<file path="src/rtl/spru_pkg.sv">
`timescale 1ns/1ps
package spru_pkg;

  localparam logic [5:0] PRIMARY_OP   = 6'd31;
  localparam logic [9:0] XO_MOVE_TO   = 10'd467;
  localparam logic [9:0] XO_MOVE_FROM = 10'd339;

  // effective register numbers
  localparam logic [9:0] SRN_SCR0 = 10'd1;
  localparam logic [9:0] SRN_SCR1 = 10'd9;
  localparam logic [9:0] SRN_SVN  = 10'd18;
  localparam logic [9:0] SRN_SVW  = 10'd272;
  localparam logic [9:0] SRN_TBLO = 10'd284;
  localparam logic [9:0] SRN_TBHI = 10'd285;
  localparam logic [9:0] SRN_HYP  = 10'd313;

  typedef enum logic [2:0] {
    SR_SCR0, SR_SCR1, SR_SVW, SR_SVN, SR_HYP, SR_TBLO, SR_TBHI, SR_NONE
  } sr_id_e;

  localparam int NUM_SR = 7;
  localparam int SLOTS  = 2 ** $bits(sr_id_e);

  typedef enum logic [1:0] { OP_NONE, OP_TO, OP_FROM } op_e;

  function automatic sr_id_e sr_lookup(input logic [9:0] n);
    case (n)
      SRN_SCR0: return SR_SCR0;
      SRN_SCR1: return SR_SCR1;
      SRN_SVW:  return SR_SVW;
      SRN_SVN:  return SR_SVN;
      SRN_HYP:  return SR_HYP;
      SRN_TBLO: return SR_TBLO;
      SRN_TBHI: return SR_TBHI;
      default:  return SR_NONE;
    endcase
  endfunction

  function automatic logic sr_narrow(input int idx);
    return (idx == int'(SR_SVN)) || (idx == int'(SR_TBLO)) || (idx == int'(SR_TBHI));
  endfunction

  function automatic logic sr_hyp(input sr_id_e id);
    return id == SR_HYP;
  endfunction

endpackage

</file>
<file path="src/rtl/spru_decode.sv">
`timescale 1ns/1ps
module spru_decode
  import spru_pkg::*;
(
  input  logic [31:0] instr,
  output op_e         op,
  output logic [4:0]  gpr,
  output logic [9:0]  srn,
  output logic        priv_field
);

  logic [5:0] primary;
  logic [9:0] xo;
  logic       unused_rsvd;

  assign primary     = instr[31:26];
  assign xo          = instr[10:1];
  assign unused_rsvd = instr[0];
  assign gpr         = instr[25:21];
  // halves of the encoded field are swapped to form the number
  assign srn         = {instr[15:11], instr[20:16]};
  assign priv_field  = instr[20];

  always_comb begin
    op = OP_NONE;
    if (primary == PRIMARY_OP) begin
      if (xo == XO_MOVE_TO)        op = OP_TO;
      else if (xo == XO_MOVE_FROM) op = OP_FROM;
    end
  end

endmodule

</file>
<file path="src/rtl/spru_guard.sv">
`timescale 1ns/1ps
module spru_guard
  import spru_pkg::*;
(
  input  logic       valid,
  input  op_e        op,
  input  logic [9:0] srn,
  input  logic       priv_field,
  input  logic       msr_pr,
  input  logic       msr_hv,
  output sr_id_e     id,
  output logic       int_priv,
  output logic       int_illegal,
  output logic       do_write,
  output logic       do_read
);

  logic active;
  logic defined;
  logic hyp_block;
  logic granted;

  assign id        = sr_lookup(srn);
  assign defined   = (id != SR_NONE);
  assign active    = valid && (op != OP_NONE);
  assign hyp_block = sr_hyp(id) && !msr_hv;

  assign int_priv    = active && priv_field && msr_pr;
  assign int_illegal = active && !int_priv && !defined;
  assign granted     = active && !int_priv && !int_illegal && !hyp_block;

  assign do_write = granted && (op == OP_TO);
  assign do_read  = granted && (op == OP_FROM);

endmodule

</file>
<file path="src/rtl/spru_srbank.sv">
`timescale 1ns/1ps
module spru_srbank
  import spru_pkg::*;
#(
  parameter int XLEN   = 64,
  parameter int NARROW = 32
) (
  input  logic            clk,
  input  logic            rst,
  input  logic            wr_en,
  input  sr_id_e          wr_id,
  input  logic [XLEN-1:0] wr_data,
  input  sr_id_e          rd_id,
  output logic [XLEN-1:0] rd_data
);

  localparam int PAD = XLEN - NARROW;

  logic [XLEN-1:0] view [SLOTS];

  for (genvar g = 0; g < SLOTS; g++) begin : g_slot
    if (g >= NUM_SR) begin : g_empty
      assign view[g] = '0;
    end else if (sr_narrow(g)) begin : g_narrow
      logic [NARROW-1:0] q;
      always_ff @(posedge clk) begin
        if (rst)                                   q <= '0;
        else if (wr_en && (wr_id == sr_id_e'(g)))  q <= wr_data[NARROW-1:0];
      end
      assign view[g] = {{PAD{1'b0}}, q};
    end else begin : g_wide
      logic [XLEN-1:0] q;
      always_ff @(posedge clk) begin
        if (rst)                                   q <= '0;
        else if (wr_en && (wr_id == sr_id_e'(g)))  q <= wr_data;
      end
      assign view[g] = q;
    end
  end

  assign rd_data = view[rd_id];

endmodule

</file>
<file path="src/rtl/spru_unit.sv">
`timescale 1ns/1ps
module spru_unit
  import spru_pkg::*;
#(
  parameter int XLEN   = 64,
  parameter int NARROW = 32
) (
  input  logic            clk,
  input  logic            rst,
  input  logic            instr_valid,
  input  logic [31:0]     instr,
  input  logic [XLEN-1:0] rs_value,
  input  logic            msr_pr,
  input  logic            msr_hv,
  output logic            rt_we,
  output logic [4:0]      rt_idx,
  output logic [XLEN-1:0] rt_value,
  output logic            int_priv,
  output logic            int_illegal
);

  op_e             op;
  logic [4:0]      gpr;
  logic [9:0]      srn;
  logic            priv_field;
  sr_id_e          id;
  logic            do_write;
  logic            do_read;
  logic [XLEN-1:0] rd_data;

  spru_decode u_decode (
    .instr      (instr),
    .op         (op),
    .gpr        (gpr),
    .srn        (srn),
    .priv_field (priv_field)
  );

  spru_guard u_guard (
    .valid       (instr_valid),
    .op          (op),
    .srn         (srn),
    .priv_field  (priv_field),
    .msr_pr      (msr_pr),
    .msr_hv      (msr_hv),
    .id          (id),
    .int_priv    (int_priv),
    .int_illegal (int_illegal),
    .do_write    (do_write),
    .do_read     (do_read)
  );

  spru_srbank #(.XLEN(XLEN), .NARROW(NARROW)) u_bank (
    .clk     (clk),
    .rst     (rst),
    .wr_en   (do_write),
    .wr_id   (id),
    .wr_data (rs_value),
    .rd_id   (id),
    .rd_data (rd_data)
  );

  assign rt_we    = do_read;
  assign rt_idx   = do_read ? gpr : 5'd0;
  assign rt_value = do_read ? rd_data : '0;

endmodule

</file>
<file path="config.mk">
export PLATFORM = sky130hd
export DESIGN_NAME = spru_unit
export DESIGN_NICKNAME = d
export VERILOG_FILES = /design/src/rtl/spru_pkg.sv /design/src/rtl/spru_decode.sv /design/src/rtl/spru_guard.sv /design/src/rtl/spru_srbank.sv /design/src/rtl/spru_unit.sv
export SDC_FILE = /design/constraint.sdc
export NUM_CORES = 1
export LEC_CHECK = 0
export ABC_AREA = 1
export BUFFER_PORTS_ARGS = -buffer_cell sky130_fd_sc_hd__buf_2
export CAP_MARGIN = 20
export CORE_MARGIN = 4
export CORE_UTILIZATION = 59
export CTS_CLUSTER_SIZE = 40
export DETAILED_ROUTE_END_ITERATION = 12
export PLACE_DENSITY = 0.8
export SLEW_MARGIN = 20
export SYNTH_ARGS = -nofsm -noshare
export SYNTH_HDL_FRONTEND = slang
export SYNTH_SLANG_ARGS = --single-unit
</file>
<file path="constraint.sdc">
create_clock -name clk -period 2.55 [get_ports clk]
set_input_delay 0.255 -clock clk [delete_from_list [all_inputs] [get_ports clk]]
set_output_delay 0.255 -clock clk [all_outputs]
set_load 0.03 [all_outputs]
</file>
==> summary.md, run 1 <==
| Metric | Value |
|---|---|
| Post-synth ARST share | 0% |
| Sequential area share after synthesis | 42.6% |
| Final Power | between 10 and 15 mW |
| Max incr delay on CP | 0.32 ns |
| Post-route non-filler standard cell count | roughly 3,100 |
| EDFF count, synth | 0 |
| Initial antenna violation count | 7 |
| Post-synthesis compound-gate area fraction | between 10% and 20% |
| Status | finished, final reports clean |
| Synth Register Bits | approximately 350 |
| Port Buf Inserts | 171 |
| H-tree Lvls | 2 |
| Maximum clock rate | 396 MHz |
| Unique masters post-synth | 24 |
| Mapped Cells | between 2,000 and 3,000 |
| Worst-path clk slew | roughly 0.06 ns |
| Xor/xnor cell area share of the yosys netlist | 0% |
| CTS max path bufs | 3 |
| Post-route antenna net violation count | 0 |
| Worst hold path type | in2reg |
| DR WL/cell | 17.5 µm |
| Syn avg cell area | roughly 6.5 µm² |
| Top cells by area, synth | dfxtp_1, nor2_1, o21ai_0 |
| Multiplexer share of the synthesized area | 0% |
| Violation count after the first detailed-route iteration | 2,426 |
| Worst Path Required | between 2 and 2.5 ns |
| Placer Congestion | 0.857 |
| CP top delay family | simple AND/OR/NAND/NOR gates |
| WP buf/inv | 5 |
| Critical path class | in2out |
| Remaining global-route overflow | 0 |
| Post-placement cell count | ~3,000 |
| Final instance area | between 20,000 and 25,000 µm² |
| Area grow syn2layout | 21.1% |
| Slew margin rel. | just over 60% |
| GRT Total Usage | approximately 33% |
| CTS buffer count | 38 |
| Most used DFF post-synth | dfxtp_1 |
| Uppermost layer routed | met5 |
| First-pass GRT wire length | 84,500 µm |
| Via count | approximately 18,000 |
| Worst-Skew Late Latency | about 0.53 ns |
| Crit-path cells | buf_2 -> inv_1 -> nand2_1 -> nor2_2 -> nand3_2 -> buf_4 -> nand3_4 -> buf_12 -> nand4_1 -> nand3_1 -> nor2_1 -> nor2_1 -> nor2_1 -> buf_2 |
| DIE AREA | between 30,000 and 40,000 µm² |
| VDD IR max | roughly 460 µV |
| Std-Cell Rows | 61 |
| CP Capture Type | output pin |
| Critical Path Source Type | input port |
| DRC violations left | 0 |
| Yosys top cell area share | 42.6% |
| Max-Cap Viols | 0 |
| Most frequent cell after synthesis | nor2_1 |
| Post-synthesis net count | between 2,000 and 3,000 |
| Worst Tran Pin Value | 0.569 ns |
| Post-Place Setup Slack | -0.0202 ns |
| CP Max Fanout | 84 |
| Final Hold Fails | 0 |
| Vias in the first global route | ~17,000 |
| Largest family of logic cells by synthesized area | simple AND/OR/NAND/NOR gates |
| Yosys top cell by area | dfxtp_1 |
| Area after DPL | 18,300 µm² |
| Core Box Area | 27,700 µm² |
| Tmin final | between 2 and 3 ns |
| Final period util | 99.1% |
| Initial Utilization | ~60% |
| Layout cells sized above 1 | 15.4% |
| 1st-pass router iterations | 6 |
| Final WS setup | about 0.023 ns |
| DIE WIDTH | approximately 180 µm |
| Pleak | 8.87 nW |
| Die H | around 180 µm |
| Clock net sink count | 352 |
| Met1 WL | 21,100 µm |
| Simple-gate portion of the synthesized area | about a third |
| DRT Wirelength | ~54,000 µm |
| Post-synth top cells | nor2_1, o21ai_0, dfxtp_1 |
| Worst Path Arrival | 2.27 ns |
| Hpwl dp | between 30,000 and 40,000 µm |
| RSZ-0062 raised after global routing | true |
| Final setup fails | 0 |
| Met2 routed WL | between 20,000 and 30,000 µm |
| Total negative slack | 0 ns |
| Mapped cell area | around 17,000 µm² |
| DR WL met3 | slightly below 5000 µm |
| Largest net degree at the start of global routing | 102 |
| CTS tree | yes |
| CP max stage cell | buf_12 |
| Fin. max-slew vios | 0 |
| NumNets Final | approximately 2,800 |
| Num ports | ~170 |
| CTS root buffer | clkbuf_16 |
| Clk_skew | 0 ns |
| Adder-Cell Fraction of Synth Area | 0% |
| Mean number of vias per cell | between 5 and 6 |
| Yosys Warn Count | 0 |
| P per Cell Area | around 570 nW/µm² |
| Most used cell, CP | nor2_1 |
==> what timing repair did <==
item	in CTS	in global routing
gates resized for setup	15	120
hold endpoints to repair	15	0
setup buffers	0	7
endpoints found under the setup margin	28	69
pin swaps	0	18
hold buffers	8	0
cloned	0	2
==> per-layer routing <==
metal	global-route usage, %	up-vias
li1	-	8426
met1	41.7	8385
met2	56.3	1042
met4	14.1	6
met5	0	-
met3	4.82	158
==> final cells by class <==
| cell class | instances | area, µm² |
|---|---|---|
| sequential | 352 | 7050 |
| clock inverter | 16 | 174 |
| clock buffer | 49 | 1070 |
| multi-input combinational | 1736 | 7970 |
| fill | 2157 | 7670 |
| inverter | 255 | 970 |
| tap | 378 | 473 |
| timing repair buffer | 287 | 2320 |
| antenna | 4 | 10.0 |
==> registers in the layout, indices dropped and copies added, names as in the netlist <==
signal                    count
u_bank.g_slot.g_wide.q      256
u_bank.g_slot.g_narrow.q     96
==> power by group <==
group	switching (mW)	internal (mW)	leakage, nW
sequential	0.0000000000000137	5.50	2.83
combinational	0.238	0.109	5.41
clock	2.27	3.28	0.628
total	2.51	8.89	8.87
==> worst register-to-register path, delay by kind of cell, from the launching register on <==
kind,cells,cell delay [ns]
flip-flops,1,0.31
AO/OA/AOI/OAI,1,0.24
AND/OR/NAND/NOR,1,0.09
==> path summary, 6_finish.rpt <==
kind / cells after the start / end / slack [ns] / startpoint
worst min register to register: 2 / u_bank.g_slot[3].g_narrow.q[22]$_SDFFE_PP0P_ / 0.51 / u_bank.g_slot[3].g_narrow.q[22]$_SDFFE_PP0P_
worst max-delay path: 14 / rt_value[3] / 0.02 / instr[15]
worst min-delay path: 3 / u_bank.g_slot[1].g_wide.q[36]$_SDFFE_PP0P_ / 0.01 / rs_value[36]
worst max register to register: 2 / u_bank.g_slot[1].g_wide.q[40]$_SDFFE_PP0P_ / 1.79 / u_bank.g_slot[1].g_wide.q[40]$_SDFFE_PP0P_
==> per-stage QoR <==
| step | hold slack, ns | utilization (%) |
|---|---|---|
| 6_report | 0.00999 | 72.3 |
| 5_1_grt | 0.0160 | 72.3 |
| 4_1_cts | 0.000320 | 70.9 |
| 3_5_place_dp | 0.493 | 65.9 |
| 3_3_place_gp | 0.486 | 65.9 |
| 2_1_floorplan | 0.390 | - |
==> layout by cell type (no fill, tap or decap), types with 7 or more instances in the layout <==
master and instances:
nor2_1 818, o21ai_0 407, dfxtp_1 352, inv_1 246, nand4_1 195, nand2_1 165
buf_2 130, buf_4 93, nand3_1 43, clkbuf_16 40, buf_12 30, a21oi_1 26
nor2_2 20, buf_6 15, or2_2 13, o2111ai_1 11, clkinv_2 11, a21oi_2 8
dlygate4sd3_1 8, nor2_4 7, clkbuf_4 7
==> kinds of logic after synthesis <==
kind of cell	Yosys count
compound gates	454
buf+inv	449
simple gates	1281
flops	352
Power figures use the tool's default switching activity.
==> run 2, diff against run 1 <==
Settings changed: PLACE_DENSITY 0.8 to 0.86.
==> run 2 against run 1 <==
Sequential power hardly changed; largest cell class unchanged; critical path type unchanged; critical endpoint is now rt_value[5]; hold slack got worse by 0.0014 ns; the run now ends with negative setup slack left; via count up 3.0%.
==> summary.md, run 2 (synthesis results as in run 1) <==
| Metric | Value |
|---|---|
| Max incr delay on CP | about 0.33 ns |
| Most common cell after layout, fill and taps aside | nor2_1 |
| Mean number of vias per cell | about 6 |
| Area after DPL | around 18,000 µm² |
| Std-Cell Rows | between 60 and 70 |
| CTS buffer count | 37 |
| Hpwl dp | 32,300 µm |
| Num ports | around 170 |
| Final setup fails | 6 |
| Worst Path Required | 2.30 ns |
| Worst hold path type | in2reg |
| Remaining global-route overflow | 0 |
| Top flop regs | u_bank.g_slot.g_wide.q x256, u_bank.g_slot.g_narrow.q x96 |
| Status | complete, but fails checks |
| Clock net sink count | about 350 |
| Final period util | 105% |
| Post-route non-filler standard cell count | roughly 3,100 |
| Most frequent cells in the layout | nor2_1, o21ai_0, dfxtp_1 |
| VDD IR max | 655 µV |
| Final Hold Fails | 0 |
| Final WS setup | -0.122 ns |
| Pleak | 8.96 nW |
| Worst-Skew Late Latency | 0.53 ns |
| Most used cell, CP | nor2_1 |
| Fillers | approximately 2,000 |
| Reg2reg setup slack | 1.78 ns |
| Die H | around 180 µm |
| Worst Path Arrival | 2.42 ns |
| Layout cells sized above 1 | between 10% and 20% |
| Maximum clock rate | about 370 MHz |
| H-tree Lvls | 2 |
| Post-Place Setup Slack | -0.101 ns |
| Max-Cap Viols | 0 |
| DRC violations left | 0 |
| Post-placement cell count | about 3,000 |
| Worst Tran Pin Value | 0.466 ns |
| First-pass GRT wire length | around 87,000 µm |
| CP max stage cell | buf_4 |
| GRT Total Usage | about 34% |
| CP Max Fanout | 29 |
| Critical Path Source Type | input port |
| 1st-pass router iterations | 8 |
| Initial antenna violation count | 5 |
| NumNets Final | about 2,800 |
| Tmin final | approximately 2.7 ns |
| Largest register FFs | between 200 and 300 |
| Final Power | approximately 11 mW |
| Sequential Power Share | 50.5% |
| Initial Utilization | about three fifths |
| Worst-path clk slew | 0.06 ns |
| DIE AREA | roughly 30,000 µm² |
| Slew margin rel. | ~69% |
| Fin. max-slew vios | 0 |
| Post-route antenna net violation count | 0 |
| Switching pwr | 2.42 mW |
| Placer Congestion | ~0.9 |
| FF+latch area | 7050 µm² |
| Final instance area | around 20,000 µm² |
| Clock power share | 46.1% |
| CTS root buffer | clkbuf_16 |
| Crit-path cells | buf_2 -> inv_1 -> nand2_2 -> nor2_2 -> nand3_1 -> nand2_1 -> nor2_4 -> nand2_8 -> buf_4 -> nand4_1 -> o21ai_0 -> nor2_1 -> nor2_1 -> nor2_1 -> buf_2 |
| DR WL/cell | 17.9 µm |
| Via count | 18,550 |
| Violated checks | negative setup slack |
| Clk_skew | 0 ns |
| Area grow syn2layout | 21.5% |
| RSZ-0062 raised after global routing | true |
| CTS max path bufs | 3 |
| P per Cell Area | approximately 540 nW/µm² |
| Vias in the first global route | ~18,000 |
| Largest Register | u_bank.g_slot.g_wide.q |
| Violation count after the first detailed-route iteration | around 2,400 |
| CTS tree | yes |
| Combinational Power Share | under 10% |
| Area of the multi-input gates | ~8000 µm² |
| Largest net degree at the start of global routing | ~110 |
| Critical path class | in2out |
| Sw Share | between 20 and 25% |
| DIE WIDTH | around 180 µm |
| Port Buf Inserts | ~170 |
| Core Box Area | 27,700 µm² |
| CP Capture Type | output pin |
| P_int | ~8.5 mW |
| Worst Hold Slack | between 0.008 and 0.009 ns |
| DRT Wirelength | about 55,000 µm |
==> run 2: cell types whose count changed in the layout (fill, tap and decap cells not counted), sizes merged, moves of 2 or more <==
| cell | previous run | this run |
|---|---|---|
| inv | 257 | 254 |
| buf | 271 | 287 |
| bufinv | 3 | 0 |
| clkbuf | 57 | 59 |
| dlygate4sd3 | 8 | 11 |
| clkinv | 11 | 7 |
==> run 2: worst paths after layout <==
kind | startpoint | to | depth (start not counted)
max | instr[17] | rt_value[5] | 15
min | rs_value[50] | u_bank.g_slot[2].g_wide.q[50]$_SDFFE_PP0P_ | 3
max reg2reg | u_bank.g_slot[3].g_narrow.q[8]$_SDFFE_PP0P_ | u_bank.g_slot[3].g_narrow.q[8]$_SDFFE_PP0P_ | 2
min reg2reg | u_bank.g_slot[6].g_narrow.q[26]$_SDFFE_PP0P_ | u_bank.g_slot[6].g_narrow.q[26]$_SDFFE_PP0P_ | 2
==> run 2: layer usage <==
metal / track usage (%) / wire (µm) / share of wire, % / vias to the layer above
met5: 0 / 31 / 0.056 / -
met4: 18.4 / 2880 / 5.2 / 4
met3: 7.23 / 6390 / 12 / 251
met2: 55.9 / 25400 / 46 / 1305
met1: 41.2 / 20500 / 37 / 8529
li1: - / - / - / 8461
==> run 2: power groups by stage <==
stage,clock [mW],sequential [mW],combinational (mW)
4_1_cts,5.04,5.50,0.326
3_3_place_gp,0,5.62,0.304
6_report,5.02,5.50,0.366
2_1_floorplan,0,5.62,0.113
5_1_grt,5.26,5.50,0.387
3_5_place_dp,0,5.62,0.308
==> run 2: stage by stage <==
stage	TNS (ns)	util (%)
2_1_floorplan	0	-
3_3_place_gp	-0.0351	66.6
3_5_place_dp	-1.26	66.6
4_1_cts	0	71.0
5_1_grt	-2.47	72.6
6_report	-0.152	72.6
==> run 2: timing repair <==
action | CTS | global route
endpoints found under the setup margin | 40 | 64
pin swaps | 0 | 22
hold buffers | 11 | 0
gates cloned | 0 | 2
endpoints found under the hold margin | 16 | 0
gates resized for setup | 11 | 98
buffers inserted | 0 | 10
==> run 2: layout make-up <==
cell class              count  area share [%]
clock inverters             6           0.205
well taps                 378            2.35
repair buffers            303            12.6
flip-flops and latches    352            35.1
inverters                 255            4.87
diodes                      3          0.0373
clock buffers              54            5.23
multi-input cells        1735            39.7
==> run 2: critical path: cells and delay by family <==
family                 cells  cell delay [ns]
buffers and inverters      4             0.71
and+or+nand+nor           10             1.30
AOI/OAI and AO/OA          1             0.14
